**config.mk**
```make
export PLATFORM = sky130hd
export DESIGN_NAME = dbus_regfile
export DESIGN_NICKNAME = d
export VERILOG_FILES = /design/src/rtl/dbus_regfile_pkg.sv /design/src/rtl/dbus_regfile_dec.sv /design/src/rtl/dbus_regfile_ctrl.sv /design/src/rtl/dbus_regfile_dp.sv /design/src/rtl/dbus_regfile.sv
export SDC_FILE = /design/constraint.sdc
export NUM_CORES = 1
export LEC_CHECK = 0
export ABC_AREA = 1
export CAP_MARGIN = 5
export CORE_ASPECT_RATIO = 0.5
export CORE_MARGIN = 1.5
export CORE_UTILIZATION = 47
export DETAILED_ROUTE_END_ITERATION = 7
export GPL_ROUTABILITY_DRIVEN = 1
export PLACE_DENSITY = 0.8
export SETUP_SLACK_MARGIN = 0.3
export SKIP_LAST_GASP = 1
export SLEW_MARGIN = 20
export SYNTH_ARGS = -nofsm -noshare
export SYNTH_HDL_FRONTEND = slang
export SYNTH_SLANG_ARGS = --single-unit
```
**constraint.sdc**
```tcl
create_clock -name clk -period 0.9 [get_ports clk]
set_input_delay 0.135 -clock clk [delete_from_list [all_inputs] [get_ports clk]]
set_output_delay 0.135 -clock clk [all_outputs]
set_load 0.01 [all_outputs]
```
**src/rtl/dbus_regfile_pkg.sv**
```systemverilog
package dbus_regfile_pkg;
  localparam int DATA_W    = 8;
  localparam int NUM_W     = 2;
  localparam int REG_COUNT = 1 << NUM_W;

  typedef logic [DATA_W-1:0] word_t;

  // Per-register strobes from control to datapath
  typedef struct packed {
    logic [REG_COUNT-1:0] loadEn;  // capture on next edge
    logic [REG_COUNT-1:0] srcIsA;  // 1: bus A is the source, 0: bus B
    logic [REG_COUNT-1:0] aDrvEn;  // driver onto bus A
    logic [REG_COUNT-1:0] bDrvEn;  // driver onto bus B
  } strobes_t;
endpackage

```
**src/rtl/dbus_regfile_dec.sv**
```systemverilog
module dbus_regfile_dec #(
  parameter int SEL_W = 2,
  localparam int LINES = 1 << SEL_W
) (
  input  logic [SEL_W-1:0] num,
  output logic [LINES-1:0] oneHot
);
  for (genvar i = 0; i < LINES; i++) begin : gLine
    assign oneHot[i] = (num == SEL_W'(i));
  end
endmodule

```
**src/rtl/dbus_regfile_ctrl.sv**
```systemverilog
module dbus_regfile_ctrl
  import dbus_regfile_pkg::*;
(
  input  logic [NUM_W-1:0] aRegNum,
  input  logic [NUM_W-1:0] bRegNum,
  input  logic             aLoad,
  input  logic             bLoad,
  input  logic             aDrive,
  input  logic             bDrive,
  output strobes_t         strobes
);
  logic [REG_COUNT-1:0] aSel;
  logic [REG_COUNT-1:0] bSel;

  dbus_regfile_dec #(.SEL_W(NUM_W)) aDec (.num(aRegNum), .oneHot(aSel));
  dbus_regfile_dec #(.SEL_W(NUM_W)) bDec (.num(bRegNum), .oneHot(bSel));

  for (genvar i = 0; i < REG_COUNT; i++) begin : gGlue
    logic aHit;
    logic bHit;
    assign aHit = aLoad & aSel[i];
    assign bHit = bLoad & bSel[i];
    assign strobes.loadEn[i] = aHit | bHit;
    assign strobes.srcIsA[i] = aHit;          // A wins a shared target
    assign strobes.aDrvEn[i] = aDrive & aSel[i];
    assign strobes.bDrvEn[i] = bDrive & bSel[i];
  end
endmodule

```
**src/rtl/dbus_regfile_dp.sv**
```systemverilog
module dbus_regfile_dp
  import dbus_regfile_pkg::*;
(
  input  logic     clk,
  input  logic     rstN,
  input  strobes_t strobes,
  input  word_t    aBusIn,
  input  word_t    bBusIn,
  output word_t    aBusOut,
  output logic     aBusOe,
  output word_t    bBusOut,
  output logic     bBusOe
);
  word_t regQ  [REG_COUNT];
  word_t aTerm [REG_COUNT];
  word_t bTerm [REG_COUNT];

  for (genvar i = 0; i < REG_COUNT; i++) begin : gReg
    word_t nextVal;
    assign nextVal = strobes.srcIsA[i] ? aBusIn : bBusIn;

    always_ff @(posedge clk or negedge rstN) begin
      if (!rstN)                  regQ[i] <= '0;
      else if (strobes.loadEn[i]) regQ[i] <= nextVal;
    end

    // Per-register drivers: released drivers contribute zero
    assign aTerm[i] = strobes.aDrvEn[i] ? regQ[i] : '0;
    assign bTerm[i] = strobes.bDrvEn[i] ? regQ[i] : '0;
  end

  always_comb begin
    aBusOut = '0;
    bBusOut = '0;
    for (int i = 0; i < REG_COUNT; i++) begin
      aBusOut = aBusOut | aTerm[i];
      bBusOut = bBusOut | bTerm[i];
    end
  end

  assign aBusOe = |strobes.aDrvEn;
  assign bBusOe = |strobes.bDrvEn;
endmodule

```
**src/rtl/dbus_regfile.sv**
```systemverilog
module dbus_regfile
  import dbus_regfile_pkg::*;
(
  input  logic       clk,
  input  logic       rstN,
  input  logic [1:0] aRegNum,
  input  logic [1:0] bRegNum,
  input  logic       aLoad,
  input  logic       bLoad,
  input  logic       aDrive,
  input  logic       bDrive,
  input  logic [7:0] aBusIn,
  input  logic [7:0] bBusIn,
  output logic [7:0] aBusOut,
  output logic       aBusOe,
  output logic [7:0] bBusOut,
  output logic       bBusOe
);
  strobes_t strobes;

  dbus_regfile_ctrl ctrl (
    .aRegNum(aRegNum), .bRegNum(bRegNum),
    .aLoad(aLoad), .bLoad(bLoad),
    .aDrive(aDrive), .bDrive(bDrive),
    .strobes(strobes)
  );

  dbus_regfile_dp dp (
    .clk(clk), .rstN(rstN), .strobes(strobes),
    .aBusIn(aBusIn), .bBusIn(bBusIn),
    .aBusOut(aBusOut), .aBusOe(aBusOe),
    .bBusOut(bBusOut), .bBusOe(bBusOe)
  );
endmodule

```
==> results of run 1 <==
==> kinds of logic after synthesis <==
family	Yosys count	share of synthesized area
buffers and inverters	72	0.131
AND/OR/NAND/NOR	248	0.506
flip-flops	32	0.342
AO/OA/AOI/OAI	10	0.0213
==> per-stage QoR <==
step / std cells / cell area, um^2 / setup slack (ps) / utilization / hold WS (ps)
after floorplan: 362 / 2590 / 2.07 / - / -161
after global placement: 509 / 3410 / -1040 / 0.742 / 506
after detailed placement: 509 / 3410 / -1070 / 0.742 / 501
after CTS: 552 / 4260 / -369 / 0.928 / 218
==> timing repair <==
item,4_1_cts
gates resized for setup,228
endpoints found under the hold margin,0
pin swaps,63
setup endpoints to repair,50
buffers inserted,31
gates cloned,4
==> results.cfg, run 1 <==
[run_status]
result_of_the_run = stopped before the end
stop_stage = global routing
error_message = [ERROR DPL-0038] Utilization greater than 100%, impossible to legalize

[yosys]
synth_fp_nets = 388
synth.distinct_cells = 14
synth.ff_latch_count = 32
synth.most_common_cell = sky130_fd_sc_hd__nand3_1
async_flop_share = 1.00
ys_warn_count = 0
post_synth_instance_area_um2 = 2340
dominantRegCellSynth = sky130_fd_sc_hd__dfrtp_1
synth_top_cell_area_share = 0.342
postSynthAreaPerCell_um2 = 6.48
synthTopCellsByArea = sky130_fd_sc_hd__dfrtp_1, sky130_fd_sc_hd__nand3_1, sky130_fd_sc_hd__nand4_1, sky130_fd_sc_hd__nand2_1, sky130_fd_sc_hd__inv_1
ys_top_cells_by_count = sky130_fd_sc_hd__nand3_1, sky130_fd_sc_hd__nand2_1, sky130_fd_sc_hd__nand4_1, sky130_fd_sc_hd__inv_1, sky130_fd_sc_hd__dfrtp_1
post-synth-top-area-cell = sky130_fd_sc_hd__dfrtp_1
seq_area_frac_synth = 0.342
syn-instance-count = 362
synth_edf_count = 0

[place]
routabilityCongestion = 0.963
io_buf_count = 43
post-dp-hpwl_um = 6480

[clock_network]
cts_made_buffers = 5
root_buffer = sky130_fd_sc_hd__clkbuf_8
cts-htree-levels = 2
clock_sink_count = 32
cts_max_path_buffers = 2
cts_hold_buffers = 0

[floorplanning]
standard_cell_row_count = 17
ioPinCount = 44
die_y_um = 52.9
die_width_um = 103
floorplan.initialDensity = 0.510

[timing]
worst_endpoint_after_grt_repair = aBusOut[5]
worstEndpointType = output port

[global_routing]
grt_max_degree = 33
==> run 2: changes to the inputs <==
--- a/config.mk
+++ b/config.mk
@@ -7,13 +7,11 @@
 export LEC_CHECK = 0
 export ABC_AREA = 1
 export CAP_MARGIN = 5
-export CORE_ASPECT_RATIO = 0.5
 export CORE_MARGIN = 1.5
-export CORE_UTILIZATION = 47
+export CORE_UTILIZATION = 40
 export DETAILED_ROUTE_END_ITERATION = 7
 export GPL_ROUTABILITY_DRIVEN = 1
-export PLACE_DENSITY = 0.8
-export SETUP_SLACK_MARGIN = 0.3
+export PLACE_DENSITY_LB_ADDON = 0.15
 export SKIP_LAST_GASP = 1
 export SLEW_MARGIN = 20
 export SYNTH_ARGS = -nofsm -noshare
==> constraint.sdc (replaced) <==
create_clock -name clk -period 1.17 [get_ports clk]
set_input_delay 0.1755 -clock clk [delete_from_list [all_inputs] [get_ports clk]]
set_output_delay 0.1755 -clock clk [all_outputs]
set_load 0.01 [all_outputs]
==> run 2 against run 1 <==
  * The flow now finishes, with violations (setup timing)
  * Synthesized cell count unchanged
  * Area after synthesis unchanged
==> results.cfg, run 2 <==
[worst_setup_path]
worst-setup-path-type = reg -> out
worstPathArrival_ps = 1170
critical_path.endpoint_type = output port
cp-start-kind = register
r2r_cells = 5
max_fanout_on_critical_path = 2
critPathRequiredTime_ps = 990

[min_path]
worst_hold_path_type = in -> async

[yosys]
post_synth_and_or_nand_nor_area_fraction = 0.506
postSynthAreaPerCell_um2 = 6.48
post-synth-top-area-cell = sky130_fd_sc_hd__dfrtp_1
ys_top_cells_by_count = sky130_fd_sc_hd__nand3_1, sky130_fd_sc_hd__nand2_1, sky130_fd_sc_hd__nand4_1, sky130_fd_sc_hd__inv_1, sky130_fd_sc_hd__dfrtp_1
dominantRegCellSynth = sky130_fd_sc_hd__dfrtp_1
yosys-mux-area-fraction = 0
synth_fp_nets = 388
adder_cell_share_of_the_synthesized_area = 0
async_flop_share = 1.00
synth_edf_count = 0
post_synth_instance_area_um2 = 2340
syn-instance-count = 362
yosys.area_share.xor_xnor = 0
synthTopCellsByArea = sky130_fd_sc_hd__dfrtp_1, sky130_fd_sc_hd__nand3_1, sky130_fd_sc_hd__nand4_1, sky130_fd_sc_hd__nand2_1, sky130_fd_sc_hd__inv_1
synth.most_common_cell = sky130_fd_sc_hd__nand3_1
synth_top_family_by_area = simple AND/OR/NAND/NOR gates
ys_warn_count = 0
synth.distinct_cells = 14
synth_top_cell_area_share = 0.342
seq_area_frac_synth = 0.342
synth_compound_area_frac = 0.0213
synth.ff_latch_count = 32

[timing]
slew_headroom = 0.758
final.setup.worst_slack_ps = -172
timing.final.crit_period_ps = 1340
setup_violations = 16
grt_setup_unrepaired = yes
fin_crit_sh = 1.15
worst-slew-pin-transition_ps = 363
hold_viol = 0
tns_ps = -1590
final_max_slew_viol_count = 0
fin_worst_skew_ps = 0
timing.fmax_ghz = 0.745

[finish]
mostFrequentLayoutCell = sky130_fd_sc_hd__nand3_1
regArea_um2 = 801
finish.net_count = 491
layout.core_utilization = 0.630
drive_above_1_share = 0.305
finalNonFillerCells = 538
top_register = dp.regQ
layout-area-overhead-vs-synth_pct = 49.7
registers_with_the_most_flip_flops = dp.regQ x32
mostFrequentLayoutCells = sky130_fd_sc_hd__nand3_1, sky130_fd_sc_hd__nand2_1, sky130_fd_sc_hd__buf_4
antennaDiodeCount = 0
largest_register_ffs = 32
multiInputGateArea_um2 = 1360
n_fill_cell = 528

[run_status]
violations = setup timing
result_of_the_run = finished, violations left

[power]
irDropWorstVdd_uv = 625
cellInternalPower_mw = 2.44
p_per_area_nw_per_um2 = 1060
power.leakage_nw = 1.82
power_switching_share = 0.346
power_frac_comb = 0.365
clk_network_pwr_share = 0.241
power.net_switching_mw = 1.29
pwr-share-seq = 0.394

[place]
dp_cells = 508
routabilityCongestion = 0.925
post-dp-hpwl_um = 6280
io_buf_count = 43

[global_routing]
track_usage = 0.291
grt_pass1_wl_um = 14000
grt_antenna_before_repair = 0
via_count_of_the_first_global_routing_pass = 2771
grt_max_degree = 33
overflow = 0

[clock_network]
clock_sink_count = 32
cts_hold_buffers = 0
cts-htree-levels = 2
cts_tree = done
path_clk_slew_ps = 70
cts_made_buffers = 5
worst_skew_late_latency_ps = 290
cts_max_path_buffers = 2
root_buffer = sky130_fd_sc_hd__clkbuf_8

[floorplanning]
standard_cell_row_count = 27
die_width_um = 79.6
placeableCoreArea_um2 = 5570
die_y_um = 79.6
floorplan.initialDensity = 0.421
ioPinCount = 44
dieArea_um2 = 6330

[routing]
num_vias = 2983
first_iter_violations = 249
detail_route.wl_per_cell_um = 16.3
final_antenna_net_count = 0
route.detailed.vias_per_inst = 5.54
drt_pass1_iterations = 5
postRouteWirelength_um = 8790
drc = 0

[job]
cap_viol_max_count = 0
[run 2: cell counts after synthesis]
Identical to the previous run, type by type.
[run 2: routing by layer]
metal	GRT usage	routed length, um	part of all wire	up-vias
met2	0.458	4150	0.47	170
met4	0.116	191	0.022	0
met1	0.406	3840	0.44	1364
li1	-	-	-	1434
met5	0	0	0	-
met3	0.0331	611	0.070	15
[run 2: final timing paths]
kind | to | slack (ps) | from
hold / removal | dp.regQ[15] | 250 | rstN
setup reg to reg | dp.regQ[30] | 140 | dp.regQ[30]
setup / recovery | bBusOut[6] | -170 | dp.regQ[30]
max in group asynchronous | dp.regQ[29] | 740 | rstN
min in group clk | dp.regQ[18] | 440 | aRegNum[0]
hold reg to reg | dp.regQ[3] | 530 | dp.regQ[3]
[run 2: layout make-up]
cell class / instances / share of cell area
Clock buffer: 8 / 0.0257
Inverter: 48 / 0.0513
Multi-Input combinational cell: 258 / 0.387
Sequential cell: 32 / 0.228
Tap cell: 72 / 0.0257
Timing Repair Buffer: 120 / 0.283
[run 2: what timing repair did]
item	4_1_cts	5_1_grt
hold endpoints to repair	0	0
setup buffers	12	9
endpoints found under the setup margin	50	35
gates resized for setup	134	26
cloned	1	0
pin swaps	41	15
[run 2: worst max-delay path, stage by stage, from the launching register on]
cell and delay, ps:
sky130_fd_sc_hd__dfrtp_1 410, sky130_fd_sc_hd__buf_6 130, sky130_fd_sc_hd__nand3_2 50, sky130_fd_sc_hd__o21ai_1 70, sky130_fd_sc_hd__inv_1 60, sky130_fd_sc_hd__nand2_1 40, sky130_fd_sc_hd__buf_2 130
[run 2: kinds of logic after synthesis]
family                 count (synthesis)
AND/OR/NAND/NOR                      248
AO/OA/AOI/OAI                         10
buffers and inverters                 72
flip-flops                            32
[run 2: power by group through the flow]
stage          Sequential, mW  Clock [mW]  Combinational [mW]
3_3_place_gp             1.48           0                1.15
4_1_cts                  1.46       0.915                1.23
2_1_floorplan            1.41           0               0.566
3_5_place_dp             1.48           0                1.15
5_1_grt                  1.49       0.955                1.49
6_report                 1.47       0.899                1.36
[run 2: stage by stage]
step	area, um^2	setup slack (ps)	total power [mW]	hold WS [ps]
floorplan	2340	84.9	1.98	-120
global placement	3160	-913	2.62	481
detailed placement	3160	-899	2.63	471
CTS	3370	-156	3.60	256
global route	3510	-261	3.94	265
finish	3510	-172	3.74	251
Note: power is estimated with default switching activity, not from simulation.
